==> src/rtl/tpt_pkg.sv <==
// Shared constants and types for the twin-phase timer.
// Assumes byte addressing and word-aligned register offsets.
package tpt_pkg;
    localparam int unsigned REG_CTRL  = 0;
    localparam int unsigned REG_T1_TO = 4;
    localparam int unsigned REG_T0_TO = 8;
    localparam int unsigned REG_T1_PU = 12;
    localparam int unsigned REG_T0_PU = 16;
    localparam int unsigned REG_PEND  = 20;

    localparam int unsigned KEY_W    = 8;
    localparam logic [7:0]  WDOG_KEY = 8'hFF;

    typedef enum logic {
        PH_TIMEOUT = 1'b0,
        PH_PULSE   = 1'b1
    } phase_e;
endpackage

==> src/rtl/tpt_phase_timer.sv <==
// One two-phase down counter.
// The timeout phase runs first (output low), then the pulse phase (output high).
// The counter reloads after the pulse phase. A count of 0 acts as 1.
// Assumes start_i arrives in a cycle where en_i is still 0 (0-to-1 edge).
module tpt_phase_timer
    import tpt_pkg::*;
#(
    parameter int CNT_W = 32
) (
    input  logic             clk,
    input  logic             rst_n,
    input  logic             start_i,
    input  logic             en_i,
    input  logic [CNT_W-1:0] tc_i,
    input  logic [CNT_W-1:0] pd_i,
    output logic             out_o,
    output logic             done_o
);
    localparam logic [CNT_W-1:0] ONE = CNT_W'(1);

    logic [CNT_W-1:0] cnt_q;
    phase_e           phase_q;
    logic             last_cycle;

    assign last_cycle = (cnt_q <= ONE);

    // Load on start, then count down and switch phase on the last cycle of each phase.
    always_ff @(posedge clk) begin
        if (!rst_n) begin
            cnt_q   <= '0;
            phase_q <= PH_TIMEOUT;
        end else if (start_i) begin
            cnt_q   <= tc_i;
            phase_q <= PH_TIMEOUT;
        end else if (en_i) begin
            if (last_cycle) begin
                if (phase_q == PH_TIMEOUT) begin
                    cnt_q   <= pd_i;
                    phase_q <= PH_PULSE;
                end else begin
                    cnt_q   <= tc_i;
                    phase_q <= PH_TIMEOUT;
                end
            end else begin
                cnt_q <= cnt_q - ONE;
            end
        end
    end

    // The output is high only while enabled and in the pulse phase.
    assign out_o  = en_i && (phase_q == PH_PULSE);

    // The period ends on the last cycle of the pulse phase.
    assign done_o = en_i && !start_i && (phase_q == PH_PULSE) && last_cycle;

    // a start always opens a timeout phase with the output low.
    p_start_timeout_r3: assert property (@(posedge clk) disable iff (!rst_n)
        start_i |=> (phase_q == PH_TIMEOUT) && !out_o);

    // the end of a period reloads the timeout count.
    p_reload_r4: assert property (@(posedge clk) disable iff (!rst_n)
        done_o |=> (phase_q == PH_TIMEOUT) && (cnt_q == $past(tc_i)));
endmodule

==> src/rtl/tpt_watchdog.sv <==
// Watchdog countdown for timer 0.
// A load arms it with a count. The count runs down while enabled, and when it
// runs out fire_o is high for one cycle and the watchdog disarms.
// Assumes load_i covers both the enabling write and the kick writes.
module tpt_watchdog #(
    parameter int WD_W = 24
) (
    input  logic            clk,
    input  logic            rst_n,
    input  logic            load_i,
    input  logic [WD_W-1:0] load_val_i,
    input  logic            en_i,
    output logic            fire_o
);
    localparam logic [WD_W-1:0] ONE = WD_W'(1);

    logic [WD_W-1:0] cnt_q;
    logic            armed_q;
    logic            fire_q;

    // Arm on a load, count down while enabled, and fire once at expiry.
    always_ff @(posedge clk) begin
        if (!rst_n) begin
            cnt_q   <= '0;
            armed_q <= 1'b0;
            fire_q  <= 1'b0;
        end else begin
            fire_q <= 1'b0;
            if (load_i) begin
                cnt_q   <= load_val_i;
                armed_q <= 1'b1;
            end else if (en_i && armed_q) begin
                if (cnt_q <= ONE) begin
                    fire_q  <= 1'b1;
                    armed_q <= 1'b0;
                end else begin
                    cnt_q <= cnt_q - ONE;
                end
            end
        end
    end

    assign fire_o = fire_q;

    // the reset request lasts exactly one cycle.
    p_wdog_single_r9: assert property (@(posedge clk) disable iff (!rst_n)
        fire_o |=> !fire_o);

    // after firing, nothing fires again without a new load.
    p_wdog_once_r10: assert property (@(posedge clk) disable iff (!rst_n)
        (fire_o && !load_i) |=> !armed_q);
endmodule

==> src/rtl/tpt_regs.sv <==
// Register file and bus decode for the twin-phase timer.
// Holds the control bits, the four count registers and the pending bit.
// It produces a start pulse on each 0-to-1 enable write, and read data is
// registered. Assumes single-cycle write strobes.
module tpt_regs
    import tpt_pkg::*;
#(
    parameter int CNT_W  = 32,
    parameter int ADDR_W = 5
) (
    input  logic                 clk,
    input  logic                 rst_n,
    input  logic [ADDR_W-1:0]    bus_addr,
    input  logic [CNT_W-1:0]     bus_wdata,
    input  logic                 bus_we,
    input  logic                 bus_re,
    output logic [CNT_W-1:0]     bus_rdata,
    input  logic                 t1_done_i,
    output logic [1:0]           ctrl_o,
    output logic [1:0]           start_o,
    output logic [1:0][CNT_W-1:0] to_o,
    output logic [1:0][CNT_W-1:0] pu_o,
    output logic                 t0_to_wr_o,
    output logic                 pend_o
);
    logic [1:0]       ctrl_q;
    logic             pend_q;
    logic             ctrl_wr;
    logic             pend_wr;
    logic [CNT_W-1:0] rd_next;
    logic [CNT_W-1:0] rdata_q;

    assign ctrl_wr    = bus_we && (bus_addr == ADDR_W'(REG_CTRL));
    assign pend_wr    = bus_we && (bus_addr == ADDR_W'(REG_PEND));
    assign t0_to_wr_o = bus_we && (bus_addr == ADDR_W'(REG_T0_TO));

    // Control bits: one independent enable per timer.
    always_ff @(posedge clk) begin
        if (!rst_n) begin
            ctrl_q <= '0;
        end else if (ctrl_wr) begin
            ctrl_q <= bus_wdata[1:0];
        end
    end

    assign start_o = {2{ctrl_wr}} & bus_wdata[1:0] & ~ctrl_q;
    assign ctrl_o  = ctrl_q;

    // Each timer has a timeout and a pulse count register, at its own offsets.
    for (genvar i = 0; i < 2; i++) begin : g_cnt
        localparam int unsigned TO_OFF = (i == 0) ? REG_T0_TO : REG_T1_TO;
        localparam int unsigned PU_OFF = (i == 0) ? REG_T0_PU : REG_T1_PU;

        logic [CNT_W-1:0] to_r;
        logic [CNT_W-1:0] pu_r;

        // Capture writes to this timer's two count registers.
        always_ff @(posedge clk) begin
            if (!rst_n) begin
                to_r <= '0;
                pu_r <= '0;
            end else if (bus_we) begin
                if (bus_addr == ADDR_W'(TO_OFF)) to_r <= bus_wdata;
                if (bus_addr == ADDR_W'(PU_OFF)) pu_r <= bus_wdata;
            end
        end

        assign to_o[i] = to_r;
        assign pu_o[i] = pu_r;
    end

    // Pending bit: a finished timer 1 period sets it, a write of 1 clears it, and set wins.
    always_ff @(posedge clk) begin
        if (!rst_n) begin
            pend_q <= 1'b0;
        end else if (t1_done_i) begin
            pend_q <= 1'b1;
        end else if (pend_wr && bus_wdata[0]) begin
            pend_q <= 1'b0;
        end
    end

    assign pend_o = pend_q;

    // Read mux: select the register addressed on the bus.
    always_comb begin
        rd_next = '0;
        case (bus_addr)
            ADDR_W'(REG_CTRL):  rd_next[1:0] = ctrl_q;
            ADDR_W'(REG_T1_TO): rd_next      = to_o[1];
            ADDR_W'(REG_T0_TO): rd_next      = to_o[0];
            ADDR_W'(REG_T1_PU): rd_next      = pu_o[1];
            ADDR_W'(REG_T0_PU): rd_next      = pu_o[0];
            ADDR_W'(REG_PEND):  rd_next[0]   = pend_q;
            default:            rd_next      = '0;
        endcase
    end

    // Read data register: capture the mux output on each read strobe.
    always_ff @(posedge clk) begin
        if (!rst_n) begin
            rdata_q <= '0;
        end else if (bus_re) begin
            rdata_q <= rd_next;
        end
    end

    assign bus_rdata = rdata_q;

    // the end of a timer 1 period always leaves the pending bit set.
    p_pend_set_r5: assert property (@(posedge clk) disable iff (!rst_n)
        t1_done_i |=> pend_q);

    // only a write of 1 to the pending address clears the bit.
    p_pend_hold_r6: assert property (@(posedge clk) disable iff (!rst_n)
        (pend_q && !(pend_wr && bus_wdata[0])) |=> pend_q);
endmodule

==> src/rtl/twin_phase_timer.sv <==
// Top level: register file, two two-phase timers and the timer 0 watchdog.
// Watchdog mode depends on the key byte held in the timer 0 timeout register.
// In that mode the timer 0 phase counter is idle and the watchdog runs instead.
// Assumes software clears an enable bit before it rewrites that timer's counts.
module twin_phase_timer
    import tpt_pkg::*;
#(
    parameter int CNT_W  = 32,
    parameter int ADDR_W = 5
) (
    input  logic              clk,
    input  logic              rst_n,
    input  logic [ADDR_W-1:0] bus_addr,
    input  logic [CNT_W-1:0]  bus_wdata,
    input  logic              bus_we,
    input  logic              bus_re,
    output logic [CNT_W-1:0]  bus_rdata,
    output logic              irq_o,
    output logic [1:0]        tmr_out_o,
    output logic              wdog_rst_o
);
    localparam int WD_W = CNT_W - KEY_W;

    logic [1:0]            ctrl;
    logic [1:0]            start;
    logic [1:0][CNT_W-1:0] to_cnt;
    logic [1:0][CNT_W-1:0] pu_cnt;
    logic                  t0_to_wr;
    logic                  wd_mode;
    logic [1:0]            tmr_en;
    logic [1:0]            tmr_start;
    logic [1:0]            tmr_done;
    logic                  wd_kick;
    logic                  wd_load;
    logic [WD_W-1:0]       wd_val;

    tpt_regs #(
        .CNT_W  (CNT_W),
        .ADDR_W (ADDR_W)
    ) u_regs (
        .clk        (clk),
        .rst_n      (rst_n),
        .bus_addr   (bus_addr),
        .bus_wdata  (bus_wdata),
        .bus_we     (bus_we),
        .bus_re     (bus_re),
        .bus_rdata  (bus_rdata),
        .t1_done_i  (tmr_done[1]),
        .ctrl_o     (ctrl),
        .start_o    (start),
        .to_o       (to_cnt),
        .pu_o       (pu_cnt),
        .t0_to_wr_o (t0_to_wr),
        .pend_o     (irq_o)
    );

    // Watchdog mode comes from the key byte stored in the timer 0 timeout register.
    assign wd_mode = (to_cnt[0][KEY_W-1:0] == WDOG_KEY);

    // In watchdog mode the watchdog takes timer 0's enable, and the phase counter stays idle.
    assign tmr_en[0]    = ctrl[0] && !wd_mode;
    assign tmr_en[1]    = ctrl[1];
    assign tmr_start[0] = start[0] && !wd_mode;
    assign tmr_start[1] = start[1];

    for (genvar i = 0; i < 2; i++) begin : g_tmr
        tpt_phase_timer #(
            .CNT_W (CNT_W)
        ) u_tmr (
            .clk     (clk),
            .rst_n   (rst_n),
            .start_i (tmr_start[i]),
            .en_i    (tmr_en[i]),
            .tc_i    (to_cnt[i]),
            .pd_i    (pu_cnt[i]),
            .out_o   (tmr_out_o[i]),
            .done_o  (tmr_done[i])
        );
    end

    // A kick is a keyed write to the timer 0 timeout register while timer 0 is enabled.
    assign wd_kick = t0_to_wr && ctrl[0] && (bus_wdata[KEY_W-1:0] == WDOG_KEY);
    assign wd_load = (start[0] && wd_mode) || wd_kick;
    assign wd_val  = wd_kick ? bus_wdata[CNT_W-1:KEY_W] : to_cnt[0][CNT_W-1:KEY_W];

    tpt_watchdog #(
        .WD_W (WD_W)
    ) u_wdog (
        .clk        (clk),
        .rst_n      (rst_n),
        .load_i     (wd_load),
        .load_val_i (wd_val),
        .en_i       (ctrl[0] && wd_mode),
        .fire_o     (wdog_rst_o)
    );

    // with timer 1 disabled, a clear pending bit stays clear.
    p_off_no_irq_r7: assert property (@(posedge clk) disable iff (!rst_n)
        (!ctrl[1] && !irq_o) |=> !irq_o);

    // the end of a timer 0 period alone never raises the interrupt.
    p_t0_no_irq_r8: assert property (@(posedge clk) disable iff (!rst_n)
        (tmr_done[0] && !tmr_done[1] && !irq_o) |=> !irq_o);
endmodule

==> config.mk <==
export PLATFORM = sky130hd
export DESIGN_NAME = twin_phase_timer
export DESIGN_NICKNAME = d
export VERILOG_FILES = /design/src/rtl/tpt_pkg.sv /design/src/rtl/tpt_phase_timer.sv /design/src/rtl/tpt_watchdog.sv /design/src/rtl/tpt_regs.sv /design/src/rtl/twin_phase_timer.sv
export SDC_FILE = /design/constraint.sdc
export NUM_CORES = 1
export LEC_CHECK = 0
export ABC_AREA = 1
export BUFFER_PORTS_ARGS = -buffer_cell sky130_fd_sc_hd__buf_2
export CORE_MARGIN = 5
export CORE_UTILIZATION = 45
export CTS_CLUSTER_DIAMETER = 40
export DETAILED_ROUTE_END_ITERATION = 7
export PLACE_DENSITY = 0.67
export SETUP_SLACK_MARGIN = 0.2
export SYNTH_ARGS = -nofsm -noshare
export SYNTH_HDL_FRONTEND = slang
export SYNTH_SLANG_ARGS = --single-unit
export TNS_END_PERCENT = 100
==> constraint.sdc <==
create_clock -name clk -period 2.9 [get_ports clk]
set_input_delay 0.145 -clock clk [delete_from_list [all_inputs] [get_ports clk]]
set_output_delay 0.145 -clock clk [all_outputs]
set_load 0.005 [all_outputs]
==> impl_metrics.json, run 1 <==
{
  "hold_viol_final": 0,
  "start_kind": "register",
  "dp_slack_ns": 0.660,
  "core_area_um2": 32700,
  "wl_mm": 55.3,
  "async_reset_ff_frac": 0,
  "detail-route-antenna-nets": 0,
  "antenna_found_initial": 6,
  "first_pass_iters": 5,
  "first_global_vias": 15173,
  "vias_per_cell": 5.66,
  "die_height_um": 192,
  "gp_congestion": 0.950,
  "rsz0062_at_grt": "no",
  "multi_input_area_um2": 8360,
  "start_util": 0.457,
  "clockRootBuffer": "clkbuf_16",
  "fin_nets": 2432,
  "grt_pass1_wl_mm": 84.6,
  "synth.top_cell.area_share": 0.342,
  "p_leak_nw": 7.61,
  "cp_max_fo": 37,
  "ys_types": 50,
  "overflow": 0,
  "io_pins": 77,
  "hold_ws_ns": 0.0920,
  "max_cap_violations": 0,
  "fillers": 3277,
  "ys.flop_type": "dfxtp_1",
  "path_class": "register to register",
  "clockBufferDepth": 3,
  "synth.most_common_cell": "nand2_1",
  "hpwlAfterDp_mm": 40.2,
  "irDropWorstVdd_mv": 0.500,
  "htree_num_levels": 2,
  "chipWidth_um": 192,
  "routedWlPerCell_um": 19.3,
  "hold_path_class": "primary input to register",
  "seqCellArea_um2": 5100,
  "ys_seq_area_frac": 0.342,
  "synth_cells": 2321,
  "crit_required_ns": 3.33,
  "drcViolationCount": 0,
  "cts_buffers": 42,
  "final.min_clock_period_ns": 2.19,
  "ctsResizeCount": 0,
  "cts_sinks": 255,
  "worst_setup_path_end_kind": "register",
  "synthTopCellsByArea": "dfxtp_1, nand2_1, o21ai_0",
  "ys_ff_latch": 255,
  "tns_ns": 0,
  "fin_crit_sh": 0.755,
  "track_usage": 0.292,
  "worst-slew-pin-transition_ns": 0.832,
  "ys_warn_count": 0,
  "final_max_slew_viol_count": 0,
  "netlist_area_um2": 14900,
  "dieArea_um2": 37000,
  "syn_nets": 2368,
  "drive_above_1_share": 0.109,
  "slew-limit-headroom": 0.442,
  "drt_iter0_drc": 1607,
  "synth_enable_flop_cells": 0,
  "status": "finished, final reports clean",
  "setup_viol_count_final": 0,
  "critPathArrivalTime_ns": 2.62,
  "yosys.area.top_type": "dfxtp_1",
  "grt_start_max_net_pins": 180,
  "max_freq_mhz": 457,
  "via_count": 16204,
  "ys_top_cells_by_count": "nand2_1, nor2_1, o21ai_0, dfxtp_1, inv_1",
  "port_buffers": 76,
  "finClkSkew_ns": 0.0233,
  "synthToLayoutAreaGrowth_pct": 15.7,
  "clock_latency_ns": 0.56,
  "setup_slack_ns": 0.710,
  "syn_avg_cell_area_um2": 6.44,
  "p_per_area_nw_per_um2": 563,
  "clk_pin_slew_worst_paths_ns": 0.06,
  "postCtsSetupBuffers": 0,
  "cts_tree": "yes",
  "num_rows": 66
}
## placed cells by master, fill, tap and decap left out, types with 29 or more instances in the layout
cell           synthesis  layout
inv_1                212     211
xor2_1                35      35
nand3_1              118     118
o21ai_0              274     274
nand4_1               29      29
dlygate4sd3_1          0      32
buf_4                  6      32
a21oi_1              201     201
dfxtp_1              255     255
nand2_1              552     551
buf_2                 28      75
nor2_1               290     289
clkbuf_16              0      43
## flip-flops by register name, indices dropped and copies added, names as in the netlist
signal,count
u_regs.g_cnt.to_r,64
u_regs.g_cnt.pu_r,64
u_wdog.cnt_q,24
u_regs.ctrl_o,2
u_wdog.armed_q,1
u_regs.bus_rdata,32
u_wdog.fire_o,1
g_tmr.u_tmr.phase_q,2
u_regs.pend_o,1
g_tmr.u_tmr.cnt_q,64
## layout make-up
cell class / instances / share of cell area
diodes: 1 / 0.000145
well taps: 442 / 0.0320
multi-input cells: 1716 / 0.483
repair buffers: 142 / 0.0576
clock inverters: 28 / 0.0185
inverters: 228 / 0.0498
clock buffers: 49 / 0.0635
flip-flops and latches: 255 / 0.295
## power breakdown
group	internal (mW)	total [mW]	leakage (nW)	switching, mW
Combinational	0.332	1.10	4.88	0.765
Sequential	3.54	3.57	2.06	0.0344
Clock	3.07	5.06	0.673	2.00
Total	6.94	9.73	7.61	2.79
## critical path, cell delays in order (launching register included)
cell and delay [ns]:
dfxtp_1 0.34, inv_1 0.09, ha_1 0.21, nand2_2 0.16, nor2_8 0.20, nand3_2 0.10
nand2_4 0.17, nand2_4 0.27, inv_1 0.24, nand3_1 0.11, nand3_1 0.10, a21oi_1 0.06
## logic make-up after synthesis
logic type / Yosys count / synth area share
fa+ha+maj: 6 / 0.00502
mux: 18 / 0.0121
buf+inv: 350 / 0.0997
xor+xnor: 49 / 0.0287
simple gates: 1072 / 0.310
compound gates: 571 / 0.203
flops: 255 / 0.342
## worst paths after layout
path | start | to | cells past startpoint | slack [ns]
setup / recovery | g_tmr[1].u_tmr.cnt_q[0] | g_tmr[1].u_tmr.cnt_q[23] | 11 | 0.71
hold / removal | bus_addr[0] | u_regs.pend_o | 5 | 0.09
setup reg to reg | g_tmr[1].u_tmr.cnt_q[0] | g_tmr[1].u_tmr.cnt_q[23] | 11 | 0.71
hold reg to reg | u_regs.bus_rdata[3] | u_regs.bus_rdata[3] | 2 | 0.47
## layer usage
layer  part of all wire  vias up  wire length [um]  track usage
li1                   -     7730                 -            -
met1               0.42     7474             23300        0.393
met2               0.43      813             23900        0.454
met3              0.096      183              5300       0.0586
met4              0.049        4              2680        0.130
met5            0.00052        -                29            0
## per-stage QoR
stage / power, mW / instance area, um2 / utilization / cells
3_5_place_dp: 4.69 / 15600 / 0.476 / 2751
4_1_cts: 9.77 / 17300 / 0.529 / 2860
5_1_grt: 10.1 / 17300 / 0.529 / 2861
2_1_floorplan: 4.40 / 14900 / - / 2321
6_report: 9.73 / 17300 / 0.529 / 2861
3_3_place_gp: 4.68 / 15600 / 0.476 / 2751
## what timing repair did
action	in CTS	in global routing
hold buffers	32	0
endpoints found under the hold margin	79	0
endpoints found under the setup margin	0	0
No activity file was read; power rests on OpenSTA's default activity.
==> run 2: changes to the inputs <==
--- a/config.mk
+++ b/config.mk
@@ -11,7 +11,7 @@
 export CORE_UTILIZATION = 45
 export CTS_CLUSTER_DIAMETER = 40
 export DETAILED_ROUTE_END_ITERATION = 7
-export PLACE_DENSITY = 0.67
+export PLACE_DENSITY = 0.69
 export SETUP_SLACK_MARGIN = 0.2
 export SYNTH_ARGS = -nofsm -noshare
 export SYNTH_HDL_FRONTEND = slang
==> constraint.sdc (replaced) <==
create_clock -name clk -period 1.9 [get_ports clk]
set_input_delay 0.095 -clock clk [delete_from_list [all_inputs] [get_ports clk]]
set_output_delay 0.095 -clock clk [all_outputs]
set_load 0.005 [all_outputs]
==> run 2 against run 1 <==
- core utilization up 11 points
- combinational power up 150%
- clock power up 58%
- final area up 20%
- clock-buffer cell count up 3
- final cell count up 6.4%
- worst setup slack worse by 0.60 ns
- sequential share of layout area down 4.7 points
- sequential power up 53%
- global-route usage up 1.5 points
- first-iteration DRC count up 8.0%
- largest cell class unchanged
- largest power group unchanged
==> impl_metrics.json, run 2 (same netlist as run 1, synthesis figures left out) <==
{
  "status": "finished, final reports clean",
  "worst-slew-pin-transition_ns": 0.679,
  "via_count": 17484,
  "cts_tree": "yes",
  "p_leak_nw": 9.16,
  "dieArea_um2": 37000,
  "setup_viol_count_final": 0,
  "cp_top_family": "simple AND/OR/NAND/NOR gates",
  "clk_pin_slew_worst_paths_ns": 0.06,
  "gp_congestion": 1.00,
  "stdcell_count": 3045,
  "antenna_found_initial": 6,
  "clock_latency_ns": 0.54,
  "start_util": 0.457,
  "p_per_area_nw_per_um2": 780,
  "reg_top3": "g_tmr.u_tmr.cnt_q: 64 flops, u_regs.g_cnt.pu_r: 64 flops, u_regs.g_cnt.to_r: 64 flops",
  "grt_start_max_net_pins": 110,
  "dp_slack_ns": -0.0194,
  "clockRootBuffer": "clkbuf_16",
  "max_cap_violations": 0,
  "cts_sinks": 255,
  "drt_iter0_drc": 1736,
  "synthToLayoutAreaGrowth_pct": 38.8,
  "drcViolationCount": 0,
  "slew-limit-headroom": 0.545,
  "final_cell_mix": "nand2_1, o21ai_0, nor2_1, dfxtp_1, inv_1",
  "max_freq_mhz": 557,
  "io_pins": 77,
  "clockBufferDepth": 3,
  "mostFrequentLayoutCell": "nand2_1",
  "cts_buffers": 43,
  "fin_nets": 2615,
  "hold_path_class": "primary input to register",
  "dp_cells": 2852,
  "first_pass_iters": 6,
  "chipWidth_um": 192,
  "final.min_clock_period_ns": 1.79,
  "reg2reg_from": "u_regs.g_cnt[0].to_r[0]",
  "track_usage": 0.306,
  "port_buffers": 76,
  "die_height_um": 192,
  "rr_endpoint": "u_wdog.cnt_q[7]",
  "wl_mm": 61.3,
  "r2r_slack_ns": 0.11,
  "detail-route-antenna-nets": 0,
  "hpwlAfterDp_mm": 42.3,
  "first_global_vias": 15941,
  "worst_setup_path_end_kind": "register",
  "hold_ws_ns": 0.0455,
  "hold_end": "u_regs.g_cnt[1].pu_r[1]",
  "htree_num_levels": 2,
  "hold_viol_final": 0,
  "whs_path_depth": 3,
  "tns_ns": 0,
  "vias_per_cell": 5.74,
  "core_area_um2": 32700,
  "final_max_slew_viol_count": 0,
  "fin_crit_sh": 0.944,
  "setup_slack_ns": 0.106,
  "slowest_stage": "dfxtp_2",
  "grt_pass1_wl_mm": 88.9,
  "reg2regPathDepth": 11,
  "irDropWorstVdd_mv": 0.691,
  "critPathMaxStageDelay_ns": 0.33,
  "worstHoldStart": "bus_wdata[1]",
  "start_kind": "register",
  "num_rows": 66,
  "path_class": "register to register",
  "drive_above_1_share": 0.292,
  "crit_required_ns": 2.38,
  "startpoint": "u_regs.g_cnt[0].to_r[0]",
  "finClkSkew_ns": 0.0239,
  "critPathArrivalTime_ns": 2.27,
  "path_cells": "nand4_1 -> nor2_4 -> buf_6 -> nand3_4 -> nand2_8 -> buf_12 -> o211ai_1 -> buf_4 -> nand3_2 -> nand2_1 -> inv_1",
  "seqCellArea_um2": 5160,
  "rsz0062_at_grt": "yes",
  "multi_input_area_um2": 9800,
  "overflow": 0,
  "cp_num_buf_inv": 4,
  "fillers": 2956,
  "routedWlPerCell_um": 20.1,
  "cp_max_fo": 7
}
[run 2: timing repair]
action | 4_1_cts | 5_1_grt
endpoints found under the hold margin | 120 | 0
resized for setup | 88 | 386
endpoints found under the setup margin | 89 | 94
cloned | 3 | 11
buffers inserted | 27 | 41
hold buffers | 31 | 0
pin swaps | 35 | 140
[run 2: worst max path at each step]
stage               slack (ns)                 endpoint  cells after the start
CTS                       0.14             tmr_out_o[0]                      6
finish                    0.11          u_wdog.cnt_q[7]                     11
global placement        -0.008         u_wdog.cnt_q[20]                     11
global route             0.007         u_wdog.cnt_q[22]                     10
detailed placement       -0.02         u_wdog.cnt_q[21]                     11
floorplan                 0.26  g_tmr[1].u_tmr.cnt_q[2]                     10
[run 2: cell type report]
cell class                      count  area share
Sequential cell                   255       0.248
Multi-Input combinational cell   1721       0.472
Tap cell                          442      0.0266
Clock inverter                     25      0.0138
Timing Repair Buffer              319       0.136
Clock buffer                       52      0.0579
Inverter                          228      0.0442
Antenna cell                        3    0.000362
[run 2: per-layer routing]
layer	share of wire	global-route usage	vias to the layer above
met4	0.045	0.122	6
met2	0.45	0.492	943
met1	0.40	0.405	8215
met5	0.00067	0	-
met3	0.097	0.0626	193
li1	-	-	8127
[run 2: power by group]
| group | internal [mW] | switching (mW) |
|---|---|---|
| combinational | 1.09 | 1.63 |
| clock | 5.09 | 2.93 |
| sequential | 5.40 | 0.0524 |
| total | 11.6 | 4.61 |
[run 2: stage by stage]
step / power (mW) / utilization / cell area, um2
after floorplan: 6.72 / - / 14900
after global placement: 7.29 / 0.503 / 16500
final: 16.2 / 0.635 / 20800
after CTS: 15.5 / 0.576 / 18800
after detailed placement: 7.31 / 0.503 / 16500
after global routing: 16.7 / 0.635 / 20700
[run 2: tightest hold or removal path: stages]
cell     delay, ns
buf_2         0.15
inv_1         0.19
a21oi_1       0.09
